## src/rtl/twe_pkg.sv

```systemverilog
package twe_pkg;

  typedef enum logic [3:0] {
    ST_IDLE,
    ST_DEV,
    ST_DEV_ACK,
    ST_WADR,
    ST_WADR_ACK,
    ST_WDAT,
    ST_WDAT_ACK,
    ST_RDAT,
    ST_RMACK
  } twe_state_e;

  localparam logic [3:0] DEV_CODE = 4'b1010;

  // Addressing byte: [7:4] code, [3:1] slave bits, [0] read/write.
  function automatic logic dev_match(logic [7:0] b, logic [2:0] strap, bit page_sel);
    logic lsb_ok;
    lsb_ok = page_sel ? 1'b1 : (b[1] == strap[0]);
    return (b[7:4] == DEV_CODE) && (b[3:2] == strap[2:1]) && lsb_ok;
  endfunction

  // Advance the low pw bits only, wrapping inside the page.
  function automatic logic [15:0] page_next(logic [15:0] a, int unsigned pw);
    logic [15:0] mask;
    mask = (16'd1 << pw) - 16'd1;
    return (a & ~mask) | ((a + 16'd1) & mask);
  endfunction

endpackage

```

## src/rtl/twe_bus_sync.sv

```systemverilog
module twe_bus_sync #(
  parameter int STAGES = 2
) (
  input  logic clk,
  input  logic rst_n,
  input  logic scl_i,
  input  logic sda_i,
  output logic scl_s,
  output logic sda_s,
  output logic scl_rise,
  output logic scl_fall,
  output logic start_det,
  output logic stop_det
);
  logic [STAGES-1:0] scl_pipe;
  logic [STAGES-1:0] sda_pipe;
  logic              scl_q;
  logic              sda_q;

  always_ff @(posedge clk or negedge rst_n) begin
    if (!rst_n) begin
      scl_pipe <= '1;
      sda_pipe <= '1;
      scl_q    <= 1'b1;
      sda_q    <= 1'b1;
    end else begin
      scl_pipe <= {scl_pipe[STAGES-2:0], scl_i};
      sda_pipe <= {sda_pipe[STAGES-2:0], sda_i};
      scl_q    <= scl_pipe[STAGES-1];
      sda_q    <= sda_pipe[STAGES-1];
    end
  end

  assign scl_s     = scl_pipe[STAGES-1];
  assign sda_s     = sda_pipe[STAGES-1];
  assign scl_rise  = scl_s & ~scl_q;
  assign scl_fall  = ~scl_s & scl_q;
  assign start_det = scl_s & scl_q & sda_q & ~sda_s;
  assign stop_det  = scl_s & scl_q & ~sda_q & sda_s;

endmodule

```

## src/rtl/twe_mem.sv

```systemverilog
module twe_mem #(
  parameter int AW = 8,
  parameter int DW = 8
) (
  input  logic          clk,
  input  logic          we,
  input  logic [AW-1:0] waddr,
  input  logic [DW-1:0] wdata,
  input  logic [AW-1:0] raddr,
  output logic [DW-1:0] rdata
);
  localparam int DEPTH = 1 << AW;

  logic [DW-1:0] arr [DEPTH];

  always_ff @(posedge clk) begin
    if (we) arr[waddr] <= wdata;
    rdata <= arr[raddr];
  end

endmodule

```

## src/rtl/twe_commit.sv

```systemverilog
module twe_commit #(
  parameter int AW          = 8,
  parameter int PAGE_W      = 3,
  parameter int BUSY_CYCLES = 100000
) (
  input  logic              clk,
  input  logic              rst_n,
  input  logic              clear,
  input  logic              cap_we,
  input  logic [PAGE_W-1:0] cap_off,
  input  logic [7:0]        cap_data,
  input  logic              go,
  input  logic [AW-1:0]     base,
  input  logic              wp,
  output logic              mem_we,
  output logic [AW-1:0]     mem_waddr,
  output logic [7:0]        mem_wdata,
  output logic              busy
);
  localparam int PB = 1 << PAGE_W;
  localparam int CW = $clog2(BUSY_CYCLES + 1);

  logic [7:0]        pbuf [PB];
  logic [PB-1:0]     vld;
  logic [CW-1:0]     bcnt;
  logic              act;
  logic [PAGE_W-1:0] idx;
  logic [AW-1:0]     base_q;
  logic              prot_q;

  always_ff @(posedge clk) begin
    if (cap_we) pbuf[cap_off] <= cap_data;
  end

  always_ff @(posedge clk or negedge rst_n) begin
    if (!rst_n) begin
      vld    <= '0;
      bcnt   <= '0;
      act    <= 1'b0;
      idx    <= '0;
      base_q <= '0;
      prot_q <= 1'b0;
    end else begin
      if (go) begin
        bcnt   <= CW'(BUSY_CYCLES);
        act    <= 1'b1;
        idx    <= '0;
        base_q <= base;
        prot_q <= wp;
      end else begin
        if (bcnt != '0) bcnt <= bcnt - CW'(1);
        if (act) begin
          idx <= idx + PAGE_W'(1);
          if (idx == PAGE_W'(PB - 1)) act <= 1'b0;
        end
      end
      if (clear || (act && idx == PAGE_W'(PB - 1))) vld <= '0;
      else if (cap_we) vld[cap_off] <= 1'b1;
    end
  end

  assign mem_we    = act & vld[idx] & ~(prot_q & base_q[AW-1]);
  assign mem_waddr = {base_q[AW-1:PAGE_W], idx};
  assign mem_wdata = pbuf[idx];
  assign busy      = (bcnt != '0);

endmodule

```

## src/rtl/twe_engine.sv

```systemverilog
module twe_engine
  import twe_pkg::*;
#(
  parameter int PAGE_SEL = 0,
  parameter int PAGE_W   = 3,
  parameter int AW       = 8 + PAGE_SEL
) (
  input  logic              clk,
  input  logic              rst_n,
  input  logic              sda_s,
  input  logic              scl_rise,
  input  logic              scl_fall,
  input  logic              start_det,
  input  logic              stop_det,
  input  logic [2:0]        strap,
  input  logic              busy_i,
  input  logic [7:0]        mem_rdata,
  output logic [AW-1:0]     ptr,
  output logic              sda_pull,
  output logic              buf_clear,
  output logic              cap_we,
  output logic [PAGE_W-1:0] cap_off,
  output logic [7:0]        cap_data,
  output logic              commit_go
);
  twe_state_e  st;
  logic [3:0]  cnt;
  logic [7:0]  shreg;
  logic        rw_q;
  logic        page_q;
  logic        ack_q;
  logic [7:0]  out_sh;
  logic        mack_ok;
  logic        have_data;
  logic        match;
  logic        quiet;
  logic [AW-1:0] load_addr;

  assign match = dev_match(shreg, strap, PAGE_SEL != 0);
  assign quiet = busy_i | stop_det | start_det;

  generate
    if (PAGE_SEL != 0) begin : g_page
      assign load_addr = {page_q, shreg};
    end else begin : g_flat
      assign load_addr = shreg;
    end
  endgenerate

  always_ff @(posedge clk or negedge rst_n) begin
    if (!rst_n) begin
      st        <= ST_IDLE;
      cnt       <= '0;
      shreg     <= '0;
      rw_q      <= 1'b0;
      page_q    <= 1'b0;
      ptr       <= '0;
      ack_q     <= 1'b0;
      out_sh    <= '1;
      mack_ok   <= 1'b0;
      have_data <= 1'b0;
    end else if (busy_i || stop_det) begin
      st        <= ST_IDLE;
      ack_q     <= 1'b0;
      have_data <= 1'b0;
    end else if (start_det) begin
      st        <= ST_DEV;
      cnt       <= '0;
      ack_q     <= 1'b0;
      have_data <= 1'b0;
    end else begin
      unique case (st)
        ST_IDLE: ;
        ST_DEV, ST_WADR, ST_WDAT: begin
          if (scl_rise) begin
            shreg <= {shreg[6:0], sda_s};
            cnt   <= cnt + 4'd1;
          end
          if (scl_fall && cnt == 4'd8) begin
            cnt <= '0;
            if (st == ST_DEV) begin
              if (match) begin
                st     <= ST_DEV_ACK;
                ack_q  <= 1'b1;
                rw_q   <= shreg[0];
                page_q <= shreg[1];
              end else begin
                st <= ST_IDLE;
              end
            end else if (st == ST_WADR) begin
              st        <= ST_WADR_ACK;
              ack_q     <= 1'b1;
              ptr       <= load_addr;
              have_data <= 1'b0;
            end else begin
              st        <= ST_WDAT_ACK;
              ack_q     <= 1'b1;
              ptr       <= AW'(page_next(16'(ptr), PAGE_W));
              have_data <= 1'b1;
            end
          end
        end
        ST_DEV_ACK: begin
          if (scl_fall) begin
            ack_q <= 1'b0;
            cnt   <= '0;
            if (rw_q) begin
              st     <= ST_RDAT;
              out_sh <= mem_rdata;
            end else begin
              st <= ST_WADR;
            end
          end
        end
        ST_WADR_ACK, ST_WDAT_ACK: begin
          if (scl_fall) begin
            ack_q <= 1'b0;
            cnt   <= '0;
            st    <= ST_WDAT;
          end
        end
        ST_RDAT: begin
          if (scl_fall) begin
            if (cnt == 4'd7) begin
              st  <= ST_RMACK;
              cnt <= '0;
              ptr <= ptr + AW'(1);
            end else begin
              out_sh <= {out_sh[6:0], 1'b1};
              cnt    <= cnt + 4'd1;
            end
          end
        end
        ST_RMACK: begin
          if (scl_rise) mack_ok <= ~sda_s;
          if (scl_fall) begin
            if (mack_ok) begin
              st     <= ST_RDAT;
              out_sh <= mem_rdata;
              cnt    <= '0;
            end else begin
              st <= ST_IDLE;
            end
          end
        end
        default: st <= ST_IDLE;
      endcase
    end
  end

  assign sda_pull  = ack_q | ((st == ST_RDAT) & ~out_sh[7]);
  assign cap_we    = ~quiet & (st == ST_WDAT) & scl_fall & (cnt == 4'd8);
  assign cap_off   = ptr[PAGE_W-1:0];
  assign cap_data  = shreg;
  assign buf_clear = ~quiet & (st == ST_DEV_ACK) & scl_fall & ~rw_q;
  assign commit_go = stop_det & ~busy_i & have_data &
                     ((st == ST_WDAT) | (st == ST_WDAT_ACK));

endmodule

```

## src/rtl/twire_eeprom_slave.sv

```systemverilog
module twire_eeprom_slave #(
  parameter int PAGE_SEL    = 0,
  parameter int PAGE_W      = 3,
  parameter int BUSY_CYCLES = 100000,
  parameter int SYNC_STAGES = 2
) (
  input  logic       clk,
  input  logic       rst_n,
  input  logic       scl_i,
  input  logic       sda_i,
  input  logic [2:0] strap_i,
  input  logic       wp_i,
  output logic       sda_pull_o,
  output logic       busy_o
);
  localparam int MEM_AW = 8 + PAGE_SEL;

  logic              scl_s, sda_s, scl_rise, scl_fall, start_det, stop_det;
  logic [MEM_AW-1:0] ptr;
  logic              buf_clear, cap_we, commit_go;
  logic [PAGE_W-1:0] cap_off;
  logic [7:0]        cap_data;
  logic              mem_we;
  logic [MEM_AW-1:0] mem_waddr;
  logic [7:0]        mem_wdata, mem_rdata;
  logic              busy;

  twe_bus_sync #(.STAGES(SYNC_STAGES)) u_sync (
    .clk(clk), .rst_n(rst_n), .scl_i(scl_i), .sda_i(sda_i),
    .scl_s(scl_s), .sda_s(sda_s), .scl_rise(scl_rise), .scl_fall(scl_fall),
    .start_det(start_det), .stop_det(stop_det)
  );

  twe_engine #(.PAGE_SEL(PAGE_SEL), .PAGE_W(PAGE_W), .AW(MEM_AW)) u_engine (
    .clk(clk), .rst_n(rst_n), .sda_s(sda_s), .scl_rise(scl_rise),
    .scl_fall(scl_fall), .start_det(start_det), .stop_det(stop_det),
    .strap(strap_i), .busy_i(busy), .mem_rdata(mem_rdata), .ptr(ptr),
    .sda_pull(sda_pull_o), .buf_clear(buf_clear), .cap_we(cap_we),
    .cap_off(cap_off), .cap_data(cap_data), .commit_go(commit_go)
  );

  twe_commit #(.AW(MEM_AW), .PAGE_W(PAGE_W), .BUSY_CYCLES(BUSY_CYCLES)) u_commit (
    .clk(clk), .rst_n(rst_n), .clear(buf_clear), .cap_we(cap_we),
    .cap_off(cap_off), .cap_data(cap_data), .go(commit_go), .base(ptr),
    .wp(wp_i), .mem_we(mem_we), .mem_waddr(mem_waddr),
    .mem_wdata(mem_wdata), .busy(busy)
  );

  twe_mem #(.AW(MEM_AW), .DW(8)) u_mem (
    .clk(clk), .we(mem_we), .waddr(mem_waddr), .wdata(mem_wdata),
    .raddr(ptr), .rdata(mem_rdata)
  );

  assign busy_o = busy;

endmodule

```

## config.mk

```make
export PLATFORM = sky130hd
export DESIGN_NAME = twire_eeprom_slave
export DESIGN_NICKNAME = d
export VERILOG_FILES = /design/src/rtl/twe_pkg.sv /design/src/rtl/twe_bus_sync.sv /design/src/rtl/twe_mem.sv /design/src/rtl/twe_commit.sv /design/src/rtl/twe_engine.sv /design/src/rtl/twire_eeprom_slave.sv
export SDC_FILE = /design/constraint.sdc
export NUM_CORES = 2
export LEC_CHECK = 0
export ABC_AREA = 1
export CAP_MARGIN = 20
export CORE_ASPECT_RATIO = 0.75
export CORE_MARGIN = 3
export CORE_UTILIZATION = 40
export CTS_BUF_LIST = sky130_fd_sc_hd__clkbuf_4 sky130_fd_sc_hd__clkbuf_8
export CTS_CLUSTER_DIAMETER = 120
export DETAILED_ROUTE_END_ITERATION = 10
export SYNTH_ARGS = -nofsm -noshare
export SYNTH_HDL_FRONTEND = slang
export SYNTH_SLANG_ARGS = --single-unit
```

## constraint.sdc

```tcl
create_clock -name clk -period 23.5 [get_ports clk]
set_clock_uncertainty 0.15 [all_clocks]
set_input_delay 2.35 -clock clk [delete_from_list [all_inputs] [get_ports clk]]
set_output_delay 2.35 -clock clk [all_outputs]
set_load 0.005 [all_outputs]
```

==> results.cfg <==
[die]
initial_core_util_pct = 40.45
die_w_um = 559.4
fp.dieH_um = 421.0
rows = 151
ios = 10
die_area_um2 = 235500
core_um2 = 227100

[synthesis]
syn_area_um2 = 91870
netlist_instances = 8734
ys_seq_elements = 2197
ys_types = 40
yosysWarnings = 0
yosysSeqAreaShare_pct = 71.32
avgSynthCellArea_um2 = 10.52
syn-num-nets = 8752

[power_and_ir_drop]
p_leak_uw = 0.04196
p_per_area_nw_per_um2 = 87.91
ir_worst_vdd_uv = 78.83
power.total_uw = 8922

[clocking]
hold_buffers = 0
htreeDepth = 5
clk_latency_ns = 0.96
numCtsBuffers = 330
clkTransAtPathRegs_ns = 0.06
cts_tree = built
post-cts-setup-buffers = 0
clockBufferDepth = 4
clock_sinks = 2197
cts_resized = 0
cts_root_buffer = clkbuf_8

[run]
cap_violations = 0

[hold_path]
hp-class = reg -> reg

[setup_path]
worstSetupEndpointType = flip-flop
startpoint_type = flip-flop
crit_fanout = 167
r2r_setup_slack_ns = 17.77
path_class = reg -> reg
crit_arrival_ns = 6.44
cp.required_ns = 24.21

[route]
via_per_inst = 5.303
routed_wl_mm = 276.4
vias = 63920
route.detailed.drc = 0
dr.pass1.iters = 6
wl_per_cell_um = 22.92
drt_iter0_drc = 8107
drtAntennaViolNets = 0

[timing]
rsz0062_at_grt = false
worst_slew_pin_slew_ns = 1.318
post-route-period-util_pct = 24.38
finalMaxSlewViolations = 0
final.min_clock_period_ns = 5.730
setup_viol = 0
final.setup.tns_ns = 0
fmax_mhz = 174.5
slew_headroom_pct = 12.12
hold_viol_final = 0

[placement]
hpwl_mm = 158.2
io_buffers = 9
place_area_um2 = 95060
gp_routability_congestion = 0.8933
placed_cells = 11460

[run_status]
status = completed

[global_routing]
grt_pass1_vias = 59690
grt-ovfl-total = 0
grtUsageTotal_pct = 22.69
antenna_found_initial = 12
grt_max_degree = 181
grt_pass1_wl_mm = 403.6

[cells_and_area]
layout-drive-gt1-share_pct = 7.777
final_cells = 12060
stdcell_area_um2 = 101500
synthToLayoutAreaGrowth_pct = 10.47
fin_util_pct = 44.69
fin_nets = 8757
-- cell usage after synthesis (all sizes together) --
library cell | instances | area share (%)
or2 | 3 | 0.020
dfxtp | 8 | 0.17
xor2 | 5 | 0.048
edfxtp | 2112 | 69
clkbuf | 175 | 0.72
dfrtp | 63 | 1.7
a31oi | 10 | 0.068
o21bai | 1 | 0.0082
and3 | 2 | 0.014
xnor2 | 10 | 0.095
nand3 | 326 | 1.8
nand2 | 4198 | 17
dfstp | 14 | 0.40
nor4 | 4 | 0.027
clkinv | 1 | 0.0041
mux2i | 7 | 0.076
nor3b | 4 | 0.033
nand4 | 102 | 0.70
ha | 10 | 0.14
o21ai | 139 | 0.76
buf | 276 | 1.5
o31ai | 1 | 0.0082
nand3b | 14 | 0.11
o2111ai | 1 | 0.0095
nor2 | 768 | 3.2
nor3 | 13 | 0.089
a21oi | 179 | 0.98
o22ai | 11 | 0.075
inv | 277 | 1.1
-- placed cells by master (no fill, tap or decap), types with 95 or more instances in the layout --
cell / count
nand2_1: 4190
edfxtp_1: 2112
nor2_1: 759
clkbuf_8: 347
nand3_1: 315
inv_1: 264
a21oi_1: 179
o21ai_0: 127
clkbuf_4: 124
nand4_1: 101
buf_4: 95
-- registers in the layout (all words and copies together), names as in the netlist --
signal / count
u_commit.prot_q: 1
u_sync.scl_q: 1
u_engine.ptr: 8
u_sync.scl_pipe: 2
u_engine.have_data: 1
u_mem.rdata: 8
u_engine.cnt: 4
u_engine.cap_data: 8
u_commit.base_q: 5
u_commit.bcnt: 17
u_commit.idx: 3
u_engine.mack_ok: 1
u_commit.pbuf: 64
u_sync.sda_pipe: 2
u_mem.arr: 2048
u_engine.rw_q: 1
u_commit.act: 1
u_engine.ack_q: 1
u_sync.sda_q: 1
u_engine.st: 4
u_commit.vld: 8
u_engine.out_sh: 8
-- metal layers --
layer	vias up	GRT usage, %	wire, um
met5	-	0	63
met4	10	6.616	7663
met3	495	5.624	31620
met2	3501	32.14	115900
met1	31020	34.35	121100
li1	28900	-	-
-- final cells by class --
type | count | area (um^2)
tap | 3060 | 3829
multi-input combinational | 5808 | 23520
clock inverter | 110 | 623.1
sequential | 2197 | 65540
inverter | 278 | 1064
antenna | 7 | 17.52
clock buffer | 471 | 5707
fill | 21120 | 125600
timing repair buffer | 124 | 1187
-- stage by stage --
step	hold WS [ns]	setup slack (ns)
after CTS	0.2094	17.88
after floorplan	0.1952	12.79
final	0.2063	17.77
after global placement	0.1978	17.59
after global routing	0.2128	17.56
after detailed placement	0.1991	17.89
-- report_power, final --
| part | switching [uW] | leakage, uW | internal (uW) |
|---|---|---|---|
| logic | 1190 | 0.0153 | 308 |
| registers | 58.5 | 0.0233 | 4270 |
| clock network | 1500 | 0.00337 | 1600 |
| total | 2750 | 0.0420 | 6180 |
-- worst max-delay path, stage by stage (launching register included) --
cell     delay [ns]
dfrtp_4        0.77
buf_12         0.47
nand3_2        0.72
inv_2          0.63
buf_4          0.78
a21oi_1        0.14
nand2_1        0.11
o21ai_0        0.08
nand3_1        0.21
nor2_1         0.14
nor2_1         0.86
nor2_1         0.11
nor2_1         0.12
-- cell families (layout without fill, tap and decap cells) --
logic type	count (synthesis)	count (layout)	share of synthesized area, %
AO/OA/AOI/OAI	342	342	1.901
XOR/XNOR	15	15	0.1430
adder cells (fa/ha/maj)	10	10	0.1362
buffers and inverters	729	983	3.307
flip-flops	2197	2197	71.32
multiplexers	7	7	0.07627
other	0	7	0
AND/OR/NAND/NOR	5434	5434	23.11
-- path summary, 6_finish.rpt --
check	to	start	cells past startpoint
max	u_mem.rdata[5]	u_engine.ptr[0]	12
min	u_sync.scl_pipe[1]	u_sync.scl_pipe[0]	0
max reg2reg	u_mem.rdata[5]	u_engine.ptr[0]	12
min reg2reg	u_sync.scl_pipe[1]	u_sync.scl_pipe[0]	0
max in group asynchronous	u_sync.scl_pipe[1]	rst_n	3
min in group asynchronous	u_engine.ptr[2]	rst_n	1
No activity file was read; power rests on OpenSTA's default activity.
